`config.mk`:
```
export PLATFORM = sky130hd
export DESIGN_NAME = ovp_fault_supervisor
export DESIGN_NICKNAME = d
export VERILOG_FILES = /design/src/rtl/ovp_pkg.sv /design/src/rtl/ovp_persist_cnt.sv /design/src/rtl/ovp_fb_channel.sv /design/src/rtl/ovp_fault_supervisor.sv
export SDC_FILE = /design/constraint.sdc
export NUM_CORES = 1
export LEC_CHECK = 0
export BUFFER_PORTS_ARGS = -buffer_cell sky130_fd_sc_hd__buf_2
export CAP_MARGIN = 20
export CORE_MARGIN = 5
export CORE_UTILIZATION = 41
export CTS_CLUSTER_DIAMETER = 120
export CTS_CLUSTER_SIZE = 40
export DETAILED_ROUTE_END_ITERATION = 7
export PLACE_DENSITY = 0.68
export SYNTH_ARGS = -nofsm -noshare
export SYNTH_HDL_FRONTEND = slang
export SYNTH_SLANG_ARGS = --single-unit
```
`constraint.sdc`:
```
create_clock -name clk -period 1.4 [get_ports clk]
set_input_delay 0.14 -clock clk [delete_from_list [all_inputs] [get_ports clk]]
set_output_delay 0.14 -clock clk [all_outputs]
set_load 0.03 [all_outputs]
```
`src/rtl/ovp_pkg.sv`:
```
package ovp_pkg;
  typedef enum logic [1:0] {
    RESP_KEEP_SINKS = 2'd0,
    RESP_DROP_PEER  = 2'd1,
    RESP_TRANSIENT  = 2'd2
  } fb_resp_e;
endpackage

```
`src/rtl/ovp_persist_cnt.sv`:
```
module ovp_persist_cnt #(
  parameter int QUAL = 24
) (
  input  logic clk,
  input  logic rst_n,
  input  logic clr,
  input  logic cnt_en,
  input  logic flag,
  output logic hit
);
  localparam int W = $clog2(QUAL + 1);
  localparam logic [W-1:0] LAST = W'(QUAL - 1);
  localparam logic [W-1:0] SAT  = W'(QUAL);

  logic [W-1:0] cnt_q;

  assign hit = cnt_en & flag & (cnt_q == LAST);

  always_ff @(posedge clk) begin
    if (!rst_n) begin
      cnt_q <= '0;
    end else if (clr) begin
      cnt_q <= '0;
    end else if (cnt_en) begin
      if (!flag) begin
        cnt_q <= '0;
      end else if (cnt_q != SAT) begin
        cnt_q <= cnt_q + 1'b1;
      end
    end
  end
endmodule

```
`src/rtl/ovp_fb_channel.sv`:
```
module ovp_fb_channel
  import ovp_pkg::*;
#(
  parameter int NUM_CH  = 2,
  parameter int IDX     = 0,
  parameter int FB_QUAL = 28
) (
  input  logic              clk,
  input  logic              rst_n,
  input  logic              clr,
  input  logic              cnt_en,
  input  logic              fb_ovp_i,
  input  logic [NUM_CH-1:0] ch_unused,
  input  logic [NUM_CH-1:0] fb_low,
  output logic              hit,
  output fb_resp_e          resp,
  output logic [NUM_CH-1:0] drop_mask
);
  logic peers_unused;

  ovp_persist_cnt #(.QUAL(FB_QUAL)) cnt_i (
    .clk    (clk),
    .rst_n  (rst_n),
    .clr    (clr),
    .cnt_en (cnt_en),
    .flag   (fb_ovp_i & ~ch_unused[IDX]),
    .hit    (hit)
  );

  always_comb begin
    peers_unused = 1'b1;
    drop_mask    = '0;
    for (int k = 0; k < NUM_CH; k++) begin
      if (k != IDX && !ch_unused[k]) begin
        peers_unused = 1'b0;
        drop_mask[k] = fb_low[k];
      end
    end
    if (peers_unused)    resp = RESP_KEEP_SINKS;
    else if (|drop_mask) resp = RESP_DROP_PEER;
    else                 resp = RESP_TRANSIENT;
  end
endmodule

```
`src/rtl/ovp_fault_supervisor.sv`:
```
module ovp_fault_supervisor
  import ovp_pkg::*;
#(
  parameter int NUM_CH  = 2,
  parameter int SW_QUAL = 24,
  parameter int FB_QUAL = 28
) (
  input  logic              clk,
  input  logic              rst_n,
  input  logic              cyc_stb,
  input  logic              sw_ovp,
  input  logic [NUM_CH-1:0] fb_ovp,
  input  logic [NUM_CH-1:0] fb_low,
  input  logic [NUM_CH-1:0] fb_hyst_clr,
  input  logic [NUM_CH-1:0] ch_unused,
  input  logic              over_temp,
  input  logic              restart_req,
  output logic              boost_en,
  output logic [NUM_CH-1:0] sink_en,
  output logic              latched_off
);
  logic              cnt_en;
  logic              sw_hit;
  logic [NUM_CH-1:0] fb_hit;
  fb_resp_e          fb_resp   [NUM_CH];
  logic [NUM_CH-1:0] drop_mask [NUM_CH];

  logic              latch_q, latch_d;
  logic [NUM_CH-1:0] kill_q, kill_d;
  logic [NUM_CH-1:0] hold_q, hold_d;

  assign cnt_en = cyc_stb & ~over_temp;

  ovp_persist_cnt #(.QUAL(SW_QUAL)) sw_cnt_i (
    .clk    (clk),
    .rst_n  (rst_n),
    .clr    (restart_req),
    .cnt_en (cnt_en),
    .flag   (sw_ovp),
    .hit    (sw_hit)
  );

  for (genvar g = 0; g < NUM_CH; g++) begin : g_ch
    ovp_fb_channel #(.NUM_CH(NUM_CH), .IDX(g), .FB_QUAL(FB_QUAL)) ch_i (
      .clk       (clk),
      .rst_n     (rst_n),
      .clr       (restart_req),
      .cnt_en    (cnt_en),
      .fb_ovp_i  (fb_ovp[g]),
      .ch_unused (ch_unused),
      .fb_low    (fb_low),
      .hit       (fb_hit[g]),
      .resp      (fb_resp[g]),
      .drop_mask (drop_mask[g])
    );
  end

  always_comb begin
    latch_d = latch_q;
    kill_d  = kill_q;
    hold_d  = hold_q;
    if (restart_req) begin
      latch_d = 1'b0;
      kill_d  = '0;
      hold_d  = '0;
    end else begin
      for (int i = 0; i < NUM_CH; i++) begin
        if (cnt_en && fb_hyst_clr[i] && !fb_hit[i]) hold_d[i] = 1'b0;
        if (fb_hit[i]) begin
          case (fb_resp[i])
            RESP_KEEP_SINKS: latch_d = 1'b1;
            RESP_DROP_PEER: begin
              latch_d = 1'b1;
              kill_d  = kill_d | drop_mask[i];
            end
            default: hold_d[i] = 1'b1;
          endcase
        end
      end
      if (sw_hit) begin
        latch_d = 1'b1;
        kill_d  = '1;
      end
    end
  end

  always_ff @(posedge clk) begin
    if (!rst_n) begin
      latch_q <= 1'b0;
      kill_q  <= '0;
      hold_q  <= '0;
    end else begin
      latch_q <= latch_d;
      kill_q  <= kill_d;
      hold_q  <= hold_d;
    end
  end

  assign latched_off = latch_q;
  assign boost_en    = ~over_temp & ~latch_q & ~(|hold_q);
  assign sink_en     = {NUM_CH{~over_temp}} & ~ch_unused & ~kill_q;
endmodule

```
==> results.py <==
metrics = {
    "setup_path": {
        "cp-start-kind": "register",
        "r2r-start": "g_ch[1].ch_i.cnt_i.cnt_q[0]",
        "crit_fanout": 3,
        "max_stage_delay_ns": 0.36,
        "worst-path-buf-inv": 0,
        "slowest_stage": "dfxtp_2",
        "r2r_setup_slack_ns": 0.03,
        "path_cells": "ha_1 > nand4b_1 > or3_4 > nor3b_2 > o31a_1",
        "reg2regPathDepth": 5,
        "crit_required_ns": 1.64,
        "cp-end-kind": "register",
        "path_class": "reg -> reg",
        "cp.arrival_ns": 1.61,
        "crit_family": "simple AND/OR/NAND/NOR gates",
        "rr_endpoint": "kill_q[0]",
    },
    "sta": {
        "worstMarginPinSlew_ns": 0.5536,
        "fin_skew_ns": 0.004422,
        "slew-limit-headroom_pct": 63.02,
        "report.final.slew_viol_count": 0,
        "final-setup-viol-count": 0,
        "min_period_over_period_pct": 97.72,
        "rsz0062_at_grt": "yes",
        "final-hold-violation-count": 0,
        "period_minus_slack_ns": 1.368,
        "fin_tns_setup_ns": 0,
        "fmax_mhz": 731.0,
    },
    "clocking": {
        "cts.reportedPaths.clkPinSlew_ns": 0.10,
        "cts_made_buffers": 3,
        "root_buffer": "clkbuf_4",
        "clk-insertion-delay-late_ns": 0.29,
        "clock-sinks": 20,
        "cts_tree": "yes",
        "cts_max_level": 1,
        "cts_buffer_depth": 2,
    },
    "place": {
        "port_buffers": 17,
        "place_hpwl_mm": 1.827,
        "dpl-instance-area_um2": 1274,
        "dp.cells": 180,
        "globalplace.congestion": 0.8363,
    },
    "logic_synthesis": {
        "avgSynthCellArea_um2": 8.602,
        "synth.net_count": 148,
        "synth-warning-count": 0,
        "async_flop_share_pct": 0,
        "synthesis.area_um2": 1101,
        "yosys_most_used_dff": "dfxtp_1",
        "synth_edf_count": 0,
        "ys_types": 40,
        "ys_seq_area_share_pct": 36.36,
        "netlist_instances": 128,
        "ys_ff_latch": 20,
    },
    "route": {
        "drt_first_pass_iters": 4,
        "wl_per_cell_um": 13.33,
        "via_per_inst": 5.503,
        "dr_total_vias": 1018,
        "ant_nets": 0,
        "drc": 0,
        "drt-initial-drc-count": 21,
        "drt-total-wl_mm": 2.466,
    },
    "global_routing": {
        "grt_pass1_wl_mm": 4.043,
        "grt_max_degree": 11,
        "grt_usage_pct": 13.93,
        "globalRouteOverflowTotal": 0,
        "antenna_found_initial": 0,
        "first_global_vias": 976,
    },
    "pwr": {
        "ir_drop_mv": 0.5265,
        "leakage_nw": 0.5168,
        "p_per_area_nw_per_um2": 678.2,
        "total_power_mw": 0.9462,
    },
    "job": {
        "maxCapViolCount": 0,
    },
    "layout": {
        "layout_common_cells": "buf_2 (17), nor2_1 (15), dfxtp_1 (14)",
        "multiInputGateArea_um2": 734.5,
        "diodes": 0,
        "drive_gt1_share_pct": 40.00,
        "seq_area_um2": 410.4,
        "fill_cells": 236,
        "mostFrequentLayoutCell": "buf_2",
        "design_area_um2": 1395,
        "nets": 177,
        "final_cells": 185,
        "syn2layout_area_growth_pct": 26.70,
    },
    "hold_path": {
        "hold_depth": 4,
        "holdCritStartpoint": "fb_hyst_clr[0]",
        "hp-class": "in -> reg",
        "holdPathEnd": "hold_q[0]",
    },
    "die": {
        "io_pins": 18,
        "initial_core_util_pct": 43.65,
        "die_h_um": 61.82,
        "fp.dieArea_um2": 3822,
        "core_um2": 2522,
        "num_rows": 18,
        "dieWidth_um": 61.82,
    },
    "run_status": {
        "status": "finished clean",
    },
}
[synth_stat cells (all sizes together) (2+ instances only)]
| master | number | area, µm² |
|---|---|---|
| dfxtp | 20 | 400.4 |
| nor2 | 15 | 56.30 |
| nand2 | 10 | 37.54 |
| ha | 6 | 75.07 |
| inv | 6 | 22.52 |
| o21ai | 6 | 30.03 |
| a21oi | 5 | 25.02 |
| nand3 | 5 | 25.02 |
| nor3 | 5 | 25.02 |
| xor2 | 5 | 43.79 |
| nand4 | 4 | 25.02 |
| nor3b | 4 | 35.03 |
| a211oi | 3 | 22.52 |
| buf | 3 | 20.01 |
| nand2b | 3 | 26.27 |
| o211ai | 3 | 22.52 |
| a22oi | 2 | 15.01 |
| mux2i | 2 | 20.02 |
| nor2b | 2 | 12.51 |
| o31a | 2 | 17.52 |
| xnor2 | 2 | 17.52 |
[metal layers]
layer  part of all wire (%)  routed length, µm  track usage, %  up-vias
met3                    4.9                120           2.273        4
met4                    1.3                 32           5.455        0
met5                      0                  0               0        -
met2                     48               1196           23.02       27
li1                       -                  -               -      512
met1                     45               1116           18.08      475
[cell type report]
class	count	share of cell area (%)
clock buffer	3	1.614
tap	30	2.691
sequential	20	29.42
inverter	6	1.614
timing repair buffer	28	12.02
multi-input combinational	98	52.65
[worst max path at each step]
stage	start	depth (start not counted)	endpoint
4_1_cts	g_ch[1].ch_i.cnt_i.cnt_q[1]	5	kill_q[0]
6_report	g_ch[1].ch_i.cnt_i.cnt_q[0]	5	kill_q[0]
2_1_floorplan	g_ch[0].ch_i.cnt_i.cnt_q[0]	6	g_ch[0].ch_i.cnt_i.cnt_q[4]
3_3_place_gp	g_ch[0].ch_i.cnt_i.cnt_q[0]	6	g_ch[0].ch_i.cnt_i.cnt_q[4]
3_5_place_dp	g_ch[0].ch_i.cnt_i.cnt_q[0]	6	g_ch[0].ch_i.cnt_i.cnt_q[3]
5_1_grt	g_ch[1].ch_i.cnt_i.cnt_q[1]	7	g_ch[1].ch_i.cnt_i.cnt_q[4]
[state kept, by name, indices dropped and copies added, names as in the netlist]
signal,flops
g_ch.ch_i.cnt_i.cnt_q,10
kill_q,2
latched_off,1
hold_q,2
sw_cnt_i.cnt_q,5
[power by group]
group	total (mW)	switching (mW)	internal (mW)
Clock	0.262	0.162	0.100
Sequential	0.570	0.00148	0.568
Combinational	0.115	0.0667	0.0479
[timing repair]
action,4_1_cts,5_1_grt
buffers inserted,0,2
endpoints found under the setup margin,7,16
pin swaps,0,9
gates resized for setup,8,23
hold buffers,0,0
[tightest hold or removal path: stages]
cell and delay (ns):
buf_2 0.08, nand2_1 0.04, nand2_1 0.05, a21oi_1 0.05
[cell families (layout without fill, tap and decap cells)]
logic type | after synthesis | after routing | synth area share [%]
AND/OR/NAND/NOR | 56 | 56 | 28.29
flip-flops | 20 | 20 | 36.36
AO/OA/AOI/OAI | 27 | 27 | 16.93
buffers and inverters | 10 | 37 | 4.203
multiplexers | 2 | 2 | 1.818
adder cells (fa/ha/maj) | 6 | 6 | 6.818
XOR/XNOR | 7 | 7 | 5.568
[metrics by stage]
stage | util, % | setup slack (ns) | hold slack (ns)
floorplan | - | 0.02878 | 0.3022
CTS | 52.18 | 0.0004157 | 0.1045
global route | 55.31 | -0.06509 | 0.1020
global placement | 50.50 | -0.006401 | 0.4123
finish | 55.31 | 0.03196 | 0.1110
detailed placement | 50.50 | -0.08679 | 0.4299
Power figures use the tool's default switching activity.
